===== src/rtl/msi_pkg.sv =====
package msi_pkg;
  typedef enum logic [1:0] {LN_I = 2'd0, LN_S = 2'd1, LN_M = 2'd2} line_st_t;
  typedef enum logic [1:0] {CMD_NONE = 2'd0, CMD_RD = 2'd1, CMD_RDX = 2'd2, CMD_WB = 2'd3} bus_cmd_t;
  typedef enum logic [1:0] {FS_IDLE = 2'd0, FS_LOOK = 2'd1, FS_BUS = 2'd2, FS_DONE = 2'd3} fsm_t;
endpackage


===== src/rtl/msi_line_store.sv =====
module msi_line_store
  import msi_pkg::*;
#(
  parameter int IDX_W  = 3,
  parameter int TAG_W  = 13,
  parameter int DATA_W = 32
) (
  input  logic              clk,
  input  logic              rst_n,
  input  logic [IDX_W-1:0]  a_idx,
  output line_st_t          a_st,
  output logic [TAG_W-1:0]  a_tag,
  output logic [DATA_W-1:0] a_data,
  input  logic [IDX_W-1:0]  b_idx,
  output line_st_t          b_st,
  output logic [TAG_W-1:0]  b_tag,
  output logic [DATA_W-1:0] b_data,
  input  logic              w_en,
  input  logic              w_full,
  input  logic [IDX_W-1:0]  w_idx,
  input  line_st_t          w_st,
  input  logic [TAG_W-1:0]  w_tag,
  input  logic [DATA_W-1:0] w_data
);
  localparam int LINES = 1 << IDX_W;

  line_st_t          st_q   [LINES];
  logic [TAG_W-1:0]  tag_q  [LINES];
  logic [DATA_W-1:0] data_q [LINES];

  for (genvar g = 0; g < LINES; g++) begin : g_line
    always_ff @(posedge clk) begin
      if (!rst_n) begin
        st_q[g]   <= LN_I;
        tag_q[g]  <= '0;
        data_q[g] <= '0;
      end else if (w_en && (w_idx == IDX_W'(g))) begin
        st_q[g] <= w_st;
        if (w_full) begin
          tag_q[g]  <= w_tag;
          data_q[g] <= w_data;
        end
      end
    end
  end

  assign a_st   = st_q[a_idx];
  assign a_tag  = tag_q[a_idx];
  assign a_data = data_q[a_idx];
  assign b_st   = st_q[b_idx];
  assign b_tag  = tag_q[b_idx];
  assign b_data = data_q[b_idx];
endmodule


===== src/rtl/msi_snoop_unit.sv =====
module msi_snoop_unit
  import msi_pkg::*;
#(
  parameter int TAG_W  = 13,
  parameter int DATA_W = 32
) (
  input  logic              snp_valid,
  input  logic [1:0]        snp_cmd,
  input  logic [TAG_W-1:0]  snp_tag,
  input  line_st_t          ln_st,
  input  logic [TAG_W-1:0]  ln_tag,
  input  logic [DATA_W-1:0] ln_data,
  output logic              flush,
  output logic [DATA_W-1:0] flush_data,
  output logic              upd,
  output line_st_t          upd_st
);
  logic match;
  assign match = snp_valid && (ln_st != LN_I) && (ln_tag == snp_tag);

  always_comb begin
    flush  = 1'b0;
    upd    = 1'b0;
    upd_st = ln_st;
    if (match) begin
      case (snp_cmd)
        CMD_RD: begin
          if (ln_st == LN_M) begin
            flush  = 1'b1;
            upd    = 1'b1;
            upd_st = LN_S;
          end
        end
        CMD_RDX: begin
          flush  = (ln_st == LN_M);
          upd    = 1'b1;
          upd_st = LN_I;
        end
        default: ;
      endcase
    end
  end

  assign flush_data = flush ? ln_data : '0;
endmodule


===== src/rtl/msi_cpu_fsm.sv =====
module msi_cpu_fsm
  import msi_pkg::*;
#(
  parameter int ADDR_W = 16,
  parameter int IDX_W  = 3,
  parameter int DATA_W = 32
) (
  input  logic                      clk,
  input  logic                      rst_n,
  input  logic                      req_valid,
  output logic                      req_ready,
  input  logic                      req_we,
  input  logic [ADDR_W-1:0]         req_addr,
  input  logic [DATA_W-1:0]         req_wdata,
  output logic                      rsp_valid,
  output logic [DATA_W-1:0]         rsp_rdata,
  input  logic                      snp_busy,
  output logic [IDX_W-1:0]          ln_idx,
  input  line_st_t                  ln_st,
  input  logic [ADDR_W-IDX_W-1:0]   ln_tag,
  input  logic [DATA_W-1:0]         ln_data,
  output logic                      bus_req_valid,
  output logic [1:0]                bus_req_cmd,
  output logic [ADDR_W-1:0]         bus_req_addr,
  output logic [DATA_W-1:0]         bus_req_wdata,
  input  logic                      bus_ack,
  input  logic [DATA_W-1:0]         bus_ack_rdata,
  output logic                      w_en,
  output logic                      w_full,
  output line_st_t                  w_st,
  output logic [ADDR_W-IDX_W-1:0]   w_tag,
  output logic [DATA_W-1:0]         w_data
);
  localparam int TAG_W = ADDR_W - IDX_W;

  fsm_t              fs_q;
  logic              we_q;
  logic [ADDR_W-1:0] addr_q;
  logic [DATA_W-1:0] wdata_q;
  logic [DATA_W-1:0] rdata_q;
  logic [TAG_W-1:0]  tag_q;
  logic              hit;
  logic              victim_dirty;
  logic              look_go;

  assign ln_idx       = addr_q[IDX_W-1:0];
  assign tag_q        = addr_q[ADDR_W-1:IDX_W];
  assign hit          = (ln_st != LN_I) && (ln_tag == tag_q) && (!we_q || ln_st == LN_M);
  assign victim_dirty = (ln_st == LN_M) && (ln_tag != tag_q);
  assign look_go      = (fs_q == FS_LOOK) && !snp_busy;

  assign req_ready     = (fs_q == FS_IDLE);
  assign rsp_valid     = (fs_q == FS_DONE);
  assign rsp_rdata     = rdata_q;
  assign bus_req_valid = (fs_q == FS_BUS);
  assign bus_req_cmd   = victim_dirty ? CMD_WB : (we_q ? CMD_RDX : CMD_RD);
  assign bus_req_addr  = victim_dirty ? {ln_tag, ln_idx} : addr_q;
  assign bus_req_wdata = ln_data;

  always_comb begin
    w_en   = 1'b0;
    w_full = 1'b0;
    w_st   = ln_st;
    w_tag  = tag_q;
    w_data = wdata_q;
    if (look_go && hit && we_q) begin
      w_en   = 1'b1;
      w_full = 1'b1;
      w_st   = LN_M;
    end else if ((fs_q == FS_BUS) && bus_ack) begin
      w_en = 1'b1;
      if (victim_dirty) begin
        w_st = LN_I;
      end else begin
        w_full = 1'b1;
        w_st   = we_q ? LN_M : LN_S;
        w_data = we_q ? wdata_q : bus_ack_rdata;
      end
    end
  end

  always_ff @(posedge clk) begin
    if (!rst_n) begin
      fs_q    <= FS_IDLE;
      we_q    <= 1'b0;
      addr_q  <= '0;
      wdata_q <= '0;
      rdata_q <= '0;
    end else begin
      case (fs_q)
        FS_IDLE: if (req_valid) begin
          we_q    <= req_we;
          addr_q  <= req_addr;
          wdata_q <= req_wdata;
          fs_q    <= FS_LOOK;
        end
        FS_LOOK: if (look_go) begin
          if (hit) begin
            rdata_q <= ln_data;
            fs_q    <= FS_DONE;
          end else begin
            fs_q <= FS_BUS;
          end
        end
        FS_BUS: if (bus_ack && !victim_dirty) begin
          rdata_q <= bus_ack_rdata;
          fs_q    <= FS_DONE;
        end
        default: fs_q <= FS_IDLE;
      endcase
    end
  end
endmodule


===== src/rtl/msi_snoop_ctrl.sv =====
module msi_snoop_ctrl
  import msi_pkg::*;
#(
  parameter int ADDR_W = 16,
  parameter int DATA_W = 32,
  parameter int IDX_W  = 3
) (
  input  logic              clk,
  input  logic              rst_n,
  input  logic              cpu_req_valid,
  output logic              cpu_req_ready,
  input  logic              cpu_req_we,
  input  logic [ADDR_W-1:0] cpu_req_addr,
  input  logic [DATA_W-1:0] cpu_req_wdata,
  output logic              cpu_rsp_valid,
  output logic [DATA_W-1:0] cpu_rsp_rdata,
  output logic              bus_req_valid,
  output logic [1:0]        bus_req_cmd,
  output logic [ADDR_W-1:0] bus_req_addr,
  output logic [DATA_W-1:0] bus_req_wdata,
  input  logic              bus_ack,
  input  logic [DATA_W-1:0] bus_ack_rdata,
  input  logic              snp_valid,
  input  logic [1:0]        snp_cmd,
  input  logic [ADDR_W-1:0] snp_addr,
  output logic              snp_flush,
  output logic [DATA_W-1:0] snp_flush_data
);
  localparam int TAG_W = ADDR_W - IDX_W;

  logic [IDX_W-1:0]  a_idx;
  line_st_t          a_st, b_st, f_st, s_st, w_st;
  logic [TAG_W-1:0]  a_tag, b_tag, f_tag;
  logic [DATA_W-1:0] a_data, b_data, f_data;
  logic              f_en, f_full, s_upd;

  msi_line_store #(.IDX_W(IDX_W), .TAG_W(TAG_W), .DATA_W(DATA_W)) u_store (
    .clk(clk), .rst_n(rst_n),
    .a_idx(a_idx), .a_st(a_st), .a_tag(a_tag), .a_data(a_data),
    .b_idx(snp_addr[IDX_W-1:0]), .b_st(b_st), .b_tag(b_tag), .b_data(b_data),
    .w_en(f_en || s_upd), .w_full(f_en && f_full),
    .w_idx(f_en ? a_idx : snp_addr[IDX_W-1:0]),
    .w_st(w_st), .w_tag(f_tag), .w_data(f_data)
  );

  assign w_st = f_en ? f_st : s_st;

  msi_snoop_unit #(.TAG_W(TAG_W), .DATA_W(DATA_W)) u_snoop (
    .snp_valid(snp_valid), .snp_cmd(snp_cmd), .snp_tag(snp_addr[ADDR_W-1:IDX_W]),
    .ln_st(b_st), .ln_tag(b_tag), .ln_data(b_data),
    .flush(snp_flush), .flush_data(snp_flush_data), .upd(s_upd), .upd_st(s_st)
  );

  msi_cpu_fsm #(.ADDR_W(ADDR_W), .IDX_W(IDX_W), .DATA_W(DATA_W)) u_fsm (
    .clk(clk), .rst_n(rst_n),
    .req_valid(cpu_req_valid), .req_ready(cpu_req_ready), .req_we(cpu_req_we),
    .req_addr(cpu_req_addr), .req_wdata(cpu_req_wdata),
    .rsp_valid(cpu_rsp_valid), .rsp_rdata(cpu_rsp_rdata),
    .snp_busy(snp_valid),
    .ln_idx(a_idx), .ln_st(a_st), .ln_tag(a_tag), .ln_data(a_data),
    .bus_req_valid(bus_req_valid), .bus_req_cmd(bus_req_cmd), .bus_req_addr(bus_req_addr),
    .bus_req_wdata(bus_req_wdata), .bus_ack(bus_ack), .bus_ack_rdata(bus_ack_rdata),
    .w_en(f_en), .w_full(f_full), .w_st(f_st), .w_tag(f_tag), .w_data(f_data)
  );
endmodule


===== config.mk =====
export PLATFORM = sky130hd
export DESIGN_NAME = msi_snoop_ctrl
export DESIGN_NICKNAME = d
export VERILOG_FILES = /design/src/rtl/msi_pkg.sv /design/src/rtl/msi_line_store.sv /design/src/rtl/msi_snoop_unit.sv /design/src/rtl/msi_cpu_fsm.sv /design/src/rtl/msi_snoop_ctrl.sv
export SDC_FILE = /design/constraint.sdc
export NUM_CORES = 1
export LEC_CHECK = 0
export ABC_CLOCK_PERIOD_IN_PS = 18600
export BUFFER_PORTS_ARGS = -buffer_cell sky130_fd_sc_hd__buf_2
export CAP_MARGIN = 20
export CORE_UTILIZATION = 51
export DETAILED_ROUTE_END_ITERATION = 12
export HOLD_SLACK_MARGIN = 0.06
export PLACE_DENSITY_LB_ADDON = 0.3
export SYNTH_ARGS = -nofsm -noshare
export SYNTH_HDL_FRONTEND = slang
export SYNTH_SLANG_ARGS = --single-unit
export TNS_END_PERCENT = 20

===== constraint.sdc =====
create_clock -name clk -period 18.6 [get_ports clk]
set_clock_uncertainty 0.1 [all_clocks]
set_input_delay 0.93 -clock clk [delete_from_list [all_inputs] [get_ports clk]]
set_output_delay 0.93 -clock clk [all_outputs]
set_load 0.1 [all_outputs]

Word level (Yosys, flattened, before mapping)
Memory sizes are Yosys's and may differ from the RTL's. A register that Yosys moved wholly into a read port is not among the register bits.
Index checks and enable logic that the tools add are counted.
{"block": "totals", "mem_count": 3, "wordCells": 200, "regBits": 83, "inputBits": 104, "out_inout_bits": 118, "mem_bits_rw": 376}
{"block": "op_classes", "bitwise": 24, "n_mux": 115, "n_eq_ne": 21, "reduce_logical": 32}
{"name": "u_store.data_q", "depth": 8, "width": 32, "read_ports": 2, "rd_clocked_by_memory_dff": 1, "wr": 8, "line_no": "msi_line_store.sv:29", "rtl": "logic [DATA_W-1:0] data_q [LINES];"}
{"name": "u_store.tag_q", "depth": 8, "width": 13, "read_ports": 2, "rd_clocked_by_memory_dff": 1, "wr": 8, "line_no": "msi_line_store.sv:28", "rtl": "logic [TAG_W-1:0] tag_q [LINES];"}
{"name": "u_store.st_q", "depth": 8, "width": 2, "read_ports": 2, "rd_clocked_by_memory_dff": 1, "wr": 8, "line_no": "msi_line_store.sv:27", "rtl": "line_st_t st_q [LINES];"}
{"operator": "$mux 32", "n": 16}
{"operator": "$mux 13", "n": 8}
{"operator": "$pmux 32 s2", "n": 1}
{"operator": "$mux 1", "n": 59}
{"operator": "$mux 2", "n": 19}
{"operator": "$eq 13x13->1", "n": 2}
{"operator": "$or 1x1->1", "n": 24}
{"operator": "$mux 3", "n": 7}
{"operator": "$logic_and 1x1->1", "n": 19}
{"operator": "$mux 16", "n": 1}
{"operator": "$ne 13x13->1", "n": 1}
{"operator": "$eq 3x3->1 const B", "n": 4}
{"operator": "$eq 2x2->1 const B", "n": 5}
{"operator": "$eq 3x2->1 const B", "n": 2}
{"operator": "$ne 2x1->1 const B", "n": 3}
{"operator": "$pmux 2 s3", "n": 1}
{"operator": "$reduce_bool 2->1", "n": 3}
{"operator": "$eq 2x1->1 const B", "n": 2}
{"operator": "$pmux 1 s2", "n": 2}
{"operator": "$pmux 2 s2", "n": 1}
{"operator": "$reduce_and 4->1", "n": 1}
{"operator": "$eq 3x1->1 const B", "n": 1}
{"operator": "$logic_not 1->1", "n": 3}
{"operator": "$logic_not 3->1", "n": 1}
{"operator": "other kinds (5)", "n": 6}

Depth between registers and ports, before layout
{"block": "depth", "depth_word": 13, "mapped_depth": 15, "ltp_nobuf": 8}

Hierarchy
A second synthesis with hierarchy kept.
{"block": "hier_totals", "hier_cells": 1829, "hier_area_um2": 24588.6}
{"mod": "msi_line_store", "n_inst": 1, "area_each_um2": 19446.2, "cells_per_inst": 1247, "seq_area_each_um2": 11290.8}
{"mod": "msi_cpu_fsm", "n_inst": 1, "area_each_um2": 4528.1, "cells_per_inst": 502, "seq_area_each_um2": 1661.6}
{"mod": "msi_snoop_unit", "n_inst": 1, "area_each_um2": 514.2, "cells_per_inst": 72, "seq_area_each_um2": 0.0}
{"mod": "msi_snoop_ctrl", "n_inst": 1, "area_each_um2": 100.1, "cells_per_inst": 8, "seq_area_each_um2": 0.0}

Worst setup path before layout
OpenSTA, ideal clock, no wires.
{"block": "synth_timing", "path_kind": "reg-to-reg", "startpoint": "register (tool-made name)", "endpoint": "memory u_store.data_q[6][0] (enable)", "required_time_ps": 17928, "setup_slack_ps": 10376, "synth_period_minus_slack_ps": 8224, "path_stages_with_launch": 13, "arrival_ps": 7552, "setup_ps": 572, "path_buffers": 5, "cell_sequence": "dfxtp_1 -> buf_1 -> buf_2 -> mux4_2 -> mux2i_1 -> xor2_1 -> o221ai_1 -> or4_4 -> o21a_4 -> buf_6 -> buf_2 -> clkbuf_1 -> o41ai_1"}
{"item": "to (decl)", "line_no": "msi_line_store.sv:29"}

==> results.md <==
- The end-of-flow core utilization is 58.8%.
- The TritonCTS clock tree is built.
- The flow ran to the end, and the final reports show no timing, DRC or antenna violations.
- The clock latency on the worst-skew pair is 0.62 ns.
- The multi-input combinational cells in the finished layout cover a total of 10,700 sq um.
- The first global-routing pass estimated 112,000 um of wire.
- Setup repair after global routing left no endpoint under its margin.
- After clock tree synthesis, the clock-pin slew on the worst setup and hold paths is 0.06 ns.
- The cell area that synthesis handed to floorplanning was 24,500 sq um.
- Measured along the x axis, the die boundary spans 221 um.
- Derived from the worst setup path, the maximum achievable clock frequency is 0.134 GHz.
- Synthesis produced a netlist whose cell count is 1,944.
- Summed over all cells, the static leakage comes to 9.92 nW.
- The total of warnings raised by yosys is 0.
- The synthesized netlist devotes 10.9% of its cell area to compound gates.
- The post-detailed-route count of antenna-violating nets is 0.
- The remaining design rule violation count is 0.
- The longest clock path from root to sink contains 3 buffers.
- The setup check on the worst reg-to-reg path leaves a slack of 12.32 ns.
- The portion of the clock cycle consumed by the worst path in the final layout is 40.0%.
- The final max-slew violation count is 0.
- The capture instance of the worst register-to-register path is u_store.data_q[1][11].
- The most used flip-flop cell after synthesis is edfxtp_1.
- Post-CTS repair changed the size of 0 cells.
- Global routing finished with a remaining overflow of 0.
- The depth of the most critical reg-to-reg path is 9.
- The kind of start point of the critical path is a flop.
- The total of buffers placed on input and output ports is 221.
- The total negative slack is 0 ns.
- The via density per instance is 6.63.
- The power after layout is 0.00329 W.
- Synthesis produced a netlist with a net count of 2,055.
- After layout, the minimum clock period comes to 7.44 ns.
- The area taken by flip-flops and latches is 13,000 sq um.
- The number of global-route vias before repair was 18,100.
- The critical path class is flop to primary output.
- In this run the mean area of a mapped cell was 12.6 sq um.
- The tightest min-delay check is of the flop to flop type.
- In this run the clock root is driven by a clkbuf_16.
- The distinct cell type count of the synthesized netlist is 61.
- In this run the standard cell core region covers 47,000 sq um.
- Sorting the synthesized cells by area gives the leading types as edfxtp_1 46%, mux4_2 14%, dfxtp_1 7.0%.
- The overall die area is 48,900 sq um.
- After detailed routing, the average wire length per cell comes to 27.5 um.
- Data arrives at the worst endpoint at 6.41 ns.
- At the pin with the least slew margin, the transition time is 1.14 ns.
- The critical path endpoint category is a primary output.
- The dominant cell type by area after synthesis is edfxtp_1.
- The deepest level of the CTS H-tree is 2.
- Of the total synthesized cell area, the portion taken by XOR and XNOR cells is 0.536%.
- The first TritonRoute pass finished after 5 iterations.
- IR analysis of the VDD net gives a maximum drop of 0.0758 mV.
- The least setup slack across all paths after layout is 11.16 ns.
- Cells with a size suffix above 1 make up 27.3% of the layout.
- The share of async-settable or async-resettable flops after synthesis is 0%.
- In this run the core area contains 79 standard-cell rows.
- The dominant combinational cell family by area after synthesis is multiplexers.
- The final route contains 18,100 vias.
- Prior to clock tree synthesis, the placed netlist has a worst setup slack of 11.89 ns.
- The layout overhead on the synthesized area is 12.6%.
- Clock tree synthesis inserted a total of 50 buffers.
- The number of buffers inserted by hold repair at cts is 0.
- The global routing usage summed across all routing layers is 30.7%.
- The count of boundary I/O pins is 222.
- The number of endpoints with negative hold slack in the final report is 0.
- The relative max-transition margin is 23.9%.
- The initial antenna violation count was 1.
- From bottom edge to top edge, the die measures 221 um.
- The synthesized design contains 376 enable-type register cells.
- After Yosys synthesis, full adders, half adders and majority gates account for 0.358% of the synthesized area.
- The number of nets in the finished design is 2,198.
- The origin of the worst min-delay path is u_fsm.wdata_q[26].
- The filler cell count in the final layout is 3,726.
- The count of max-cap constraint violations is 0.
- Once detailed placement completed, the half-perimeter wirelength came to 45,000 um.
- The worst hold slack is 0.355 ns.
- Setup violations remaining at the end of the flow were counted as 0.
- The multiplexer area fraction after synthesis is 21.9%.
- The final layout contains routed wiring with a total length of 75,400 um.
- In this run the worst path has a maximum fanout of 52.
- Once the floorplan was initialized, standard cells occupied 52.2% of the core.
- After Yosys synthesis, and, or, nand and nor cells account for 9.59% of the synthesized area.
- STA puts the critical path data required time at 17.57 ns.
- The fraction of the yosys area taken by sequential cells is 53.1%.
- Post-CTS timing repair inserted 0 buffers for setup.
- The count of state elements after synthesis is 462.
- The final weighted congestion in routability-driven placement is 0.873.
- Entering global routing, the biggest net connects 90 pins.
- After synthesis, the largest area contributor takes up 46.1% of total cell area.
- The number of sinks on the clock net is 462.
- The worst hold path cell count is 2.
- The worst hold path terminates at u_fsm.wdata_q[26].
- The cell area power density is 119 nW/um^2.
- The starting DRC count in detailed routing is 2,189.
## per-layer routing
metal	share of wire, %	vias to the layer above	track usage (%)
li1	-	7791	-
met1	38	8897	41.2
met2	47	1248	48.5
met3	11	200	6.02
met4	3.9	2	14.0
met5	0.12	-	0
## synthesized netlist by cell type, types with 17 or more instances
cell type / instances
a21oi_1: 318
a22oi_1: 18
and2_1: 103
buf_1: 28
buf_2: 24
clkbuf_1: 98
dfxtp_1: 86
edfxtp_1: 376
mux2_2: 51
mux2i_1: 134
mux4_2: 152
nand2_1: 160
nand2b_1: 41
nand3_1: 40
nor2_1: 52
nor4_1: 17
o211ai_1: 32
o21ai_1: 32
## per-stage QoR
| stage | instances | instance area (sq um) |
|---|---|---|
| CTS | 2735 | 27600 |
| global placement | 2641 | 26000 |
| finish | 2737 | 27600 |
| global route | 2737 | 27600 |
| floorplan | 1944 | 24500 |
| detailed placement | 2641 | 26000 |
## power by group
part	internal, W	switching (W)
sequential	0.00119	0.0000673
combinational	0.000267	0.000801
clock	0.000546	0.000418
## cell families after synthesis
logic type,after synthesis
AO/OA/AOI/OAI,472
flip-flops,462
multiplexers,338
adder cells (fa/ha/maj),7
XOR/XNOR,15
AND/OR/NAND/NOR,462
buffers and inverters,188
## registers in the layout, indices dropped and copies added, names as in the netlist, named ones only
| signal | flops |
|---|---|
| u_store.data_q | 256 |
| u_store.tag_q | 104 |
| u_fsm.rsp_rdata | 32 |
| u_fsm.wdata_q | 32 |
| u_fsm.addr_q | 16 |
| u_store.st_q | 16 |
| u_fsm.fs_q | 2 |
| u_fsm.we_q | 1 |
## cells in the final DEF (no fill, tap or decap), drive strengths merged, types with 5 or more instances in the layout
cell    instances
xnor2           7
xor2            8
ha              7
nand2b         41
a21oi         321
o41ai           8
mux2i         135
mux4          152
buf           266
nor3            6
o21ai          49
clkinv         18
nor2b           9
dfxtp          86
mux2           51
or4            12
a22oi          18
nand2         160
and2          103
o211ai         32
clkbuf         73
nand4           6
a22o            8
nand3          40
and3            5
nor2           52
nor4           17
o22ai           6
edfxtp        376
inv            15
## final cells by class
type | instances | share of cell area [%]
Inverter | 13 | 0.177
Antenna cell | 1 | 0.00907
Multi-Input combinational cell | 1294 | 38.8
Clock buffer | 73 | 5.18
Clock inverter | 21 | 0.517
Timing Repair Buffer | 266 | 5.35
Tap cell | 607 | 2.75
Sequential cell | 462 | 47.2
## worst max path at each step
stage | endpoint | slack (ns) | depth (start not counted)
final | bus_req_addr[5] | 11.16 | 11
after detailed placement | bus_req_addr[5] | 11.89 | 11
after global routing | bus_req_addr[5] | 10.88 | 11
after CTS | bus_req_addr[5] | 11.23 | 11
after floorplan | u_store.data_q[6][0] | 10.38 | 12
after global placement | bus_req_addr[5] | 11.98 | 11
## critical path, stage by stage (launching register included)
cell and delay [ns]:
dfxtp_4 0.78, buf_4 0.80, mux4_2 0.60, mux2i_1 0.26
xnor2_1 0.14, a2111oi_0 0.67, nand3_1 0.31, o21ai_4 0.73
buf_4 0.58, nand2_1 0.10, o31ai_1 0.15, buf_2 0.52
No activity file was read; power rests on OpenSTA's default activity.
